**src/rtl/fir_shiftadd.sv**
```systemverilog
module fir_shiftadd #(
  parameter int DW    = 16,
  parameter int NTAPS = 8,
  parameter int SHW   = 4,
  parameter int DROP  = 16,
  parameter int PP_SH [NTAPS*3] = '{3,0,0, 5,1,0, 8,6,2, 10,9,4, 11,7,0, 9,2,0, 6,0,0, 15,12,0},
  parameter int PP_SG [NTAPS*3] = '{1,0,0, 1,-1,0, 1,1,-1, 1,1,1, 1,-1,0, 1,1,0, -1,0,0, 1,-1,1},
  localparam int RAWW = DW + (1 << SHW) + 1 + $clog2(NTAPS),
  localparam int ACCW = ((RAWW + 3) / 4) * 4,
  localparam int SL   = ACCW / 4,
  localparam int OUTW = ACCW - DROP
) (
  input  logic                   clk,
  input  logic                   rst,
  input  logic                   in_valid,
  input  logic signed [DW-1:0]   in_sample,
  output logic                   out_valid,
  output logic signed [OUTW-1:0] out_sample
);

  function automatic logic [ACCW-1:0] term(input logic [DW-1:0] x, input int sh, input int sg);
    logic [ACCW-1:0] e;
    e = {{(ACCW-DW){x[DW-1]}}, x} << sh;
    if (sg > 0) return e;
    if (sg < 0) return -e;
    return '0;
  endfunction

  function automatic logic [ACCW-1:0] xor3(input logic [ACCW-1:0] a, b, c);
    return a ^ b ^ c;
  endfunction

  function automatic logic [ACCW-1:0] maj3(input logic [ACCW-1:0] a, b, c);
    return ((a & b) | (a & c) | (b & c)) << 1;
  endfunction

  logic [5:0] vp;
  logic [DW-1:0] x_r;

  always_ff @(posedge clk) begin
    if (rst) begin
      vp  <= '0;
      x_r <= '0;
    end else begin
      vp <= {vp[4:0], in_valid};
      if (in_valid) x_r <= in_sample;
    end
  end

  logic [NTAPS-1:0][ACCW-1:0] ts, tc, ns, nc;

  for (genvar k = 0; k < NTAPS; k++) begin : g_tap
    logic [ACCW-1:0] a0, a1, a2, ps, pc, s1, c1, s2, c2;
    assign a0 = term(x_r, PP_SH[3*k],   PP_SG[3*k]);
    assign a1 = term(x_r, PP_SH[3*k+1], PP_SG[3*k+1]);
    assign a2 = term(x_r, PP_SH[3*k+2], PP_SG[3*k+2]);
    if (k == NTAPS-1) begin : g_last
      assign ps = '0;
      assign pc = '0;
    end else begin : g_mid
      assign ps = ts[k+1];
      assign pc = tc[k+1];
    end
    assign s1 = xor3(a0, a1, a2);
    assign c1 = maj3(a0, a1, a2);
    assign s2 = xor3(s1, c1, ps);
    assign c2 = maj3(s1, c1, ps);
    assign ns[k] = xor3(s2, c2, pc);
    assign nc[k] = maj3(s2, c2, pc);
  end

  always_ff @(posedge clk) begin
    if (rst) begin
      ts <= '0;
      tc <= '0;
    end else if (vp[0]) begin
      ts <= ns;
      tc <= nc;
    end
  end

  logic [2:0][ACCW-1:0] ra, rb, na, nb;
  logic [3:0][ACCW-1:0] rs, nxs;
  logic [2:0] rc, ncy;

  for (genvar j = 0; j < 4; j++) begin : g_rca
    logic [ACCW-1:0] ai, bi, si;
    logic ci;
    logic [SL:0] p;
    if (j == 0) begin : g_first
      assign ai = ts[0];
      assign bi = tc[0];
      assign si = '0;
      assign ci = 1'b0;
    end else begin : g_next
      assign ai = ra[j-1];
      assign bi = rb[j-1];
      assign si = rs[j-1];
      assign ci = rc[j-1];
    end
    assign p = {1'b0, ai[j*SL +: SL]} + {1'b0, bi[j*SL +: SL]} + {{SL{1'b0}}, ci};
    assign nxs[j] = si | (ACCW'(p[SL-1:0]) << (j*SL));
    if (j < 3) begin : g_fwd
      assign na[j]  = ai;
      assign nb[j]  = bi;
      assign ncy[j] = p[SL];
    end else begin : g_top
      logic unused_carry;
      assign unused_carry = p[SL];
    end
  end

  always_ff @(posedge clk) begin
    if (rst) begin
      ra <= '0;
      rb <= '0;
      rs <= '0;
      rc <= '0;
    end else begin
      ra <= na;
      rb <= nb;
      rs <= nxs;
      rc <= ncy;
    end
  end

  assign out_sample = rs[3][ACCW-1:DROP];
  assign out_valid  = vp[5];

  logic unused_bits;
  assign unused_bits = ^{ra[2], rb[2], rs[3][DROP-1:0]};

  logic [2:0] age;
  logic [ACCW-1:0] csum0;
  assign csum0 = ts[0] + tc[0];

  always_ff @(posedge clk) begin
    if (rst) age <= '0;
    else if (age != 3'd7) age <= age + 3'd1;
  end

  assert_valid_delay_R3: assert property (@(posedge clk) disable iff (rst)
    (age == 3'd7) |-> (out_valid == $past(in_valid, 6)));

  assert_idle_hold_R4: assert property (@(posedge clk) disable iff (rst)
    !vp[0] |=> $stable(csum0));

  assert_rca_sum_R5: assert property (@(posedge clk) disable iff (rst)
    (age == 3'd7) |-> (rs[3] == $past(csum0, 4)));

  assert_reset_clear_R6: assert property (@(posedge clk)
    rst |=> (!out_valid && out_sample == '0));

endmodule

```
**config.mk**
```make
export PLATFORM = sky130hd
export DESIGN_NAME = fir_shiftadd
export DESIGN_NICKNAME = d
export VERILOG_FILES = /design/src/rtl/fir_shiftadd.sv
export SDC_FILE = /design/constraint.sdc
export NUM_CORES = 2
export LEC_CHECK = 0
export BUFFER_PORTS_ARGS = -buffer_cell sky130_fd_sc_hd__buf_2
export CORE_MARGIN = 3
export CORE_UTILIZATION = 64
export CTS_CLUSTER_SIZE = 40
export DETAILED_ROUTE_END_ITERATION = 7
export GPL_ROUTABILITY_DRIVEN = 0
export HOLD_SLACK_MARGIN = 0.12
export PLACE_DENSITY = 0.93
export SLEW_MARGIN = 0
export SYNTH_ARGS = -nofsm -noshare
export SYNTH_HDL_FRONTEND = slang
export SYNTH_SLANG_ARGS = --single-unit
export TNS_END_PERCENT = 100
```
**constraint.sdc**
```tcl
create_clock -name clk -period 7.95 [get_ports clk]
set_clock_uncertainty 0.2 [all_clocks]
set_input_delay 1.59 -clock clk [delete_from_list [all_inputs] [get_ports clk]]
set_output_delay 1.59 -clock clk [all_outputs]
set_load 0.03 [all_outputs]
```
**After elaboration in Yosys (flattened, before gate mapping)**

Index checks and enable logic that the tools add are counted.

- Add/subtract/negate cells: 12
- $mul: 0
- Div/mod/pow operators: 0
- Order comparisons: 0
- Eq/ne operators: 0
- Shift-type cells: 0
- Muxes and demuxes: 0
- Bitwise logic cells: 122
- Reductions and logical operators: 0

Operator list:

| operator | count |
|---|---|
| 35-bit bitwise AND | 52 |
| 36-bit XOR | 37 |
| 35-bit OR | 30 |
| 36-bit negation | 5 |
| 36-bit by 18-bit OR with 36-bit output | 1 |
| 36-bit by 27-bit OR with 36-bit output | 1 |
| 36-bit OR | 1 |
| 9-bit by 9-bit adder with 10-bit output | 3 |
| 10-bit by 1-bit adder with 10-bit output | 2 |
| 9-bit by 1-bit adder with 9-bit output | 1 |
| 9-bit adder | 1 |

- Register bits after elaboration: 950
- Bits in latches: 0
- Memory bits (writable): 0
- Bits in read-only memories: 0
- Output and inout port bits: 21
- Logic and storage cells: 164
- Memories: 0

**Depth between registers and ports, before layout**

- Depth after elaboration: 10
- Depth in mapped cells: 16
- Mapped depth without buffers: 15

**Worst setup path after synthesis**

No wires, ideal clock.

- Path type: register -> register
- Start point: register x_r[15]
- End point: register ts, in the netlist g_tap[0].ps[29]
- Library setup time: 128 ps
- Arrival: 5748 ps
- Required time: 7622 ps
- Path slack: 1875 ps
- Cell stages (with the launch flop): 13
- Path buffers: 1
- Cell sequence: dfxtp_1 > clkinv_1 > ha_1 > nand3_4 > inv_4 > and2_4 > buf_6 > ha_1 > xnor2_1 > fa_1 > fa_1 > mux2i_1 > nor2_1

RTL lines:

| item | line | text |
|---|---|---|
| from (decl) | 38 | `logic [DW-1:0] x_r;` |
| from (signal assigned) | 46 | `if (in_valid) x_r <= in_sample;` |
| to (signal assigned) | 77 | `ts <= ns;` |
| to (decl) | 50 | `logic [NTAPS-1:0][ACCW-1:0] ts, tc, ns, nc;` |

**Worst setup path after layout**

- Start point: register x_r[3]
- End point: register ts, in the netlist g_tap[0].ps[21]

- Longest elaborated chain between the ends: 7

Ends and longest elaborated chain:

| item | line | text |
|---|---|---|
| 36-bit negation * | 25 | `if (sg < 0) return -e;` |
| 36-bit XOR / 35-bit bitwise AND (equally long branches) | 30, 34 |  |
| 35-bit bitwise AND | 34 | `return ((a & b) \| (a & c) \| (b & c)) << 1;` |
| 35-bit OR (2 in series) | 34 |  |
| 36-bit XOR * (2 in series) | 30 | `return a ^ b ^ c;` |

Mark *: on every way between the ends. The rest lies on a longest branch, timed or not.
A chain may end at the register's enable or synchronous reset.

==> flow_summary.toml <==
[drt]
drt-initial-drc-count = 2339
routed_wl_um = 86600
dr.pass1.iters = 7
wl_per_cell_um = 21.4
ant_nets = 0
via_per_inst = 5.92
drcViolationCount = 0
via_count = 24000

[clock_tree]
clockBufferDepth = 3
insertion_delay_ps = 630
clock_tree.root_cell = "clkbuf_16"
ctsHoldBuffers = 0
cts_tree = "built"
cts_num_sinks = 680
cts_resized = 0
cts_buffers = 70
clk_pin_slew_ps = 60
cts_max_level = 3
post-cts-setup-buffers = 0

[floorplan]
fp.coreArea_um2 = 54100
num_io_pins = 40
fp.dieH_um = 241
num_rows = 85
dieArea_um2 = 57800
fp.dieW_um = 241
start_util_pct = 65.0

[global_route]
track_usage_pct = 30.7
grt_overflow = 0
grt_pass1_wl_um = 137000
antenna_found_initial = 1
grt_pass1_vias = 25500
grt_max_degree = 186

[power_and_ir_drop]
p_clk_share_pct = 36.9
ir_drop_uv = 188
power.internal_uw = 6420
p_comb_share_pct = 21.6
switching_power_uw = 2800
p_per_area_nw_per_um2 = 241
switching_share_pct = 30.3
leakage_uw = 0.0164
power.share.sequential_pct = 41.5

[logic_synthesis]
synth_top_cell_by_area = "dfxtp_1"
postSynthNetCount = 3938
synth_area_per_cell_um2 = 10.6
synth_cell_types = 46
ys.flop_type = "dfxtp_1"
synth-seq-cells = 680
seq_area_frac_synth_pct = 38.7
synth_area_um2 = 35200
yosys_warnings = 0
synthArstFlopShare_pct = 0
synthTopCellsByArea = "dfxtp_1 39%, fa_1 18%, mux2i_1 9.5%"
synth-edff-count = 0
synth_cells = 3327
synth_top_area_share_pct = 38.7

[final_layout]
design_area_um2 = 38200
layout-drive-gt1-share_pct = 5.58
multiInputGateArea_um2 = 19300
syn2layout_area_growth_pct = 8.62
diodes = 0
nets = 3910
area.sequential_um2 = 13600
post-route-util_pct = 70.6
final.fill_count = 3086

[sta]
rsz0062_at_grt = "no"
finalSetupViolCount = 0
fin_crit_sh_pct = 60.5
relSlewSlack_pct = 24.9
drv_slew = 0
max_freq_mhz = 208
hold_viol = 0
tightest_slew_ps = 1130
min_period_ps = 4810
finalSetupTns_ps = 0

[job]
cap_violations = 0

[setup_path]
worstPathRequired_ps = 8270
critPathMaxFanout = 13
path_class = "register to register"
critical_path.top_delay_family = "adder cells"
crit_chain = "inv_1 -> ha_1 -> nand4_2 -> nor2_4 -> nand3_4 -> inv_4 -> and2_1 -> ha_1 -> xnor2_1 -> inv_1 -> fa_1 -> fa_1 -> a211oi_1"
cp_data_arrival_time_ps = 5120
end_kind = "register"
critPathLaunchType = "register"
cp_slowest_cell = "dfxtp_1"
critPathMaxStageDelay_ps = 830
r2r_slack_ps = 3140
crit_buf_inv = 3

[placed_design]
place_area_um2 = 35900
port_buffers = 39
hpwl_um = 52600

[worst_hold_path]
holdCritPathClass = "register to register"

[outcome]
status = "completed"
logic make-up after synthesis:
logic type	count (synthesis)	synth area share (%)
DFF	680	38.7
muxes	337	9.59
xor gates and xnor gates	98	2.44
buffers and inverters	603	6.59
adders and majority gates	592	28.0
and+or+nand+nor	759	9.44
AOI/OAI and AO/OA	258	5.29
power groups by stage:
stage	registers, µW	logic (µW)	clock network [µW]
6_report	3830	1990	3400
5_1_grt	3850	2180	3560
4_1_cts	3820	1950	3430
3_5_place_dp	3880	1810	0
3_3_place_gp	3870	1660	0
2_1_floorplan	3840	1300	0
layout make-up:
type	instances	share of cell area [%]
clock buffers	105	5.40
well taps	696	2.28
clock inverters	22	0.812
inverters	440	4.33
repair buffers	63	1.17
flip-flops and latches	680	35.6
multi-input cells	2044	50.4
through the flow:
step	power, µW	cells	setup WS, ps	hold WS, ps
floorplan	5140	3327	1870	214
global placement	5530	3923	3570	216
detailed placement	5690	3923	3400	220
CTS	9190	4050	3240	235
global route	9590	4050	2950	250
finish	9220	4050	3140	230
worst paths after layout:
kind	startpoint	endpoint	cells after the start
max	x_r[3]	g_tap[0].ps[21]	13
min	g_rca[1].ai[24]	g_rca[2].ai[24]	1
max reg2reg	x_r[3]	g_tap[0].ps[21]	13
min reg2reg	g_rca[1].ai[24]	g_rca[2].ai[24]	1
routing by layer:
layer  global-route usage (%)  up-vias  wire [µm]
met2                     50.5     1368      41200
met5                        0        -         13
met3                     7.25      435       7750
li1                         -    10600          -
met4                     18.9        2       5670
met1                     36.7    11600      32000
placed cells by master (no fill, tap or decap), types with 18 or more instances in the layout:
cell type and n:
inv_1 438, xor2_1 18, mux2i_1 335, buf_4 19, buf_2 38, dfxtp_1 678, fa_1 325, nor2_1 564
clkbuf_16 71, ha_1 267, nor2b_1 136, a211oi_1 199, xnor2_1 80, clkbuf_1 18
cells in the mapped netlist, types with 18 or more instances:
master      n
mux2i_1   335
dfxtp_1   680
a211oi_1  199
inv_1     438
nor2_1    564
xor2_1     18
nor2b_1   136
buf_2      37
ha_1      267
xnor2_1    80
fa_1      325
clkbuf_1  109
state kept, by name, summed over array words and instances, names as in the netlist:
signal	flops
g_rca.ai	86
g_rca.bi	86
g_rca.si	13
g_tap.pc	207
g_tap.ps	243
out_sample	20
rc	3
vp	6
x_r	16
Power figures use the tool's default switching activity.
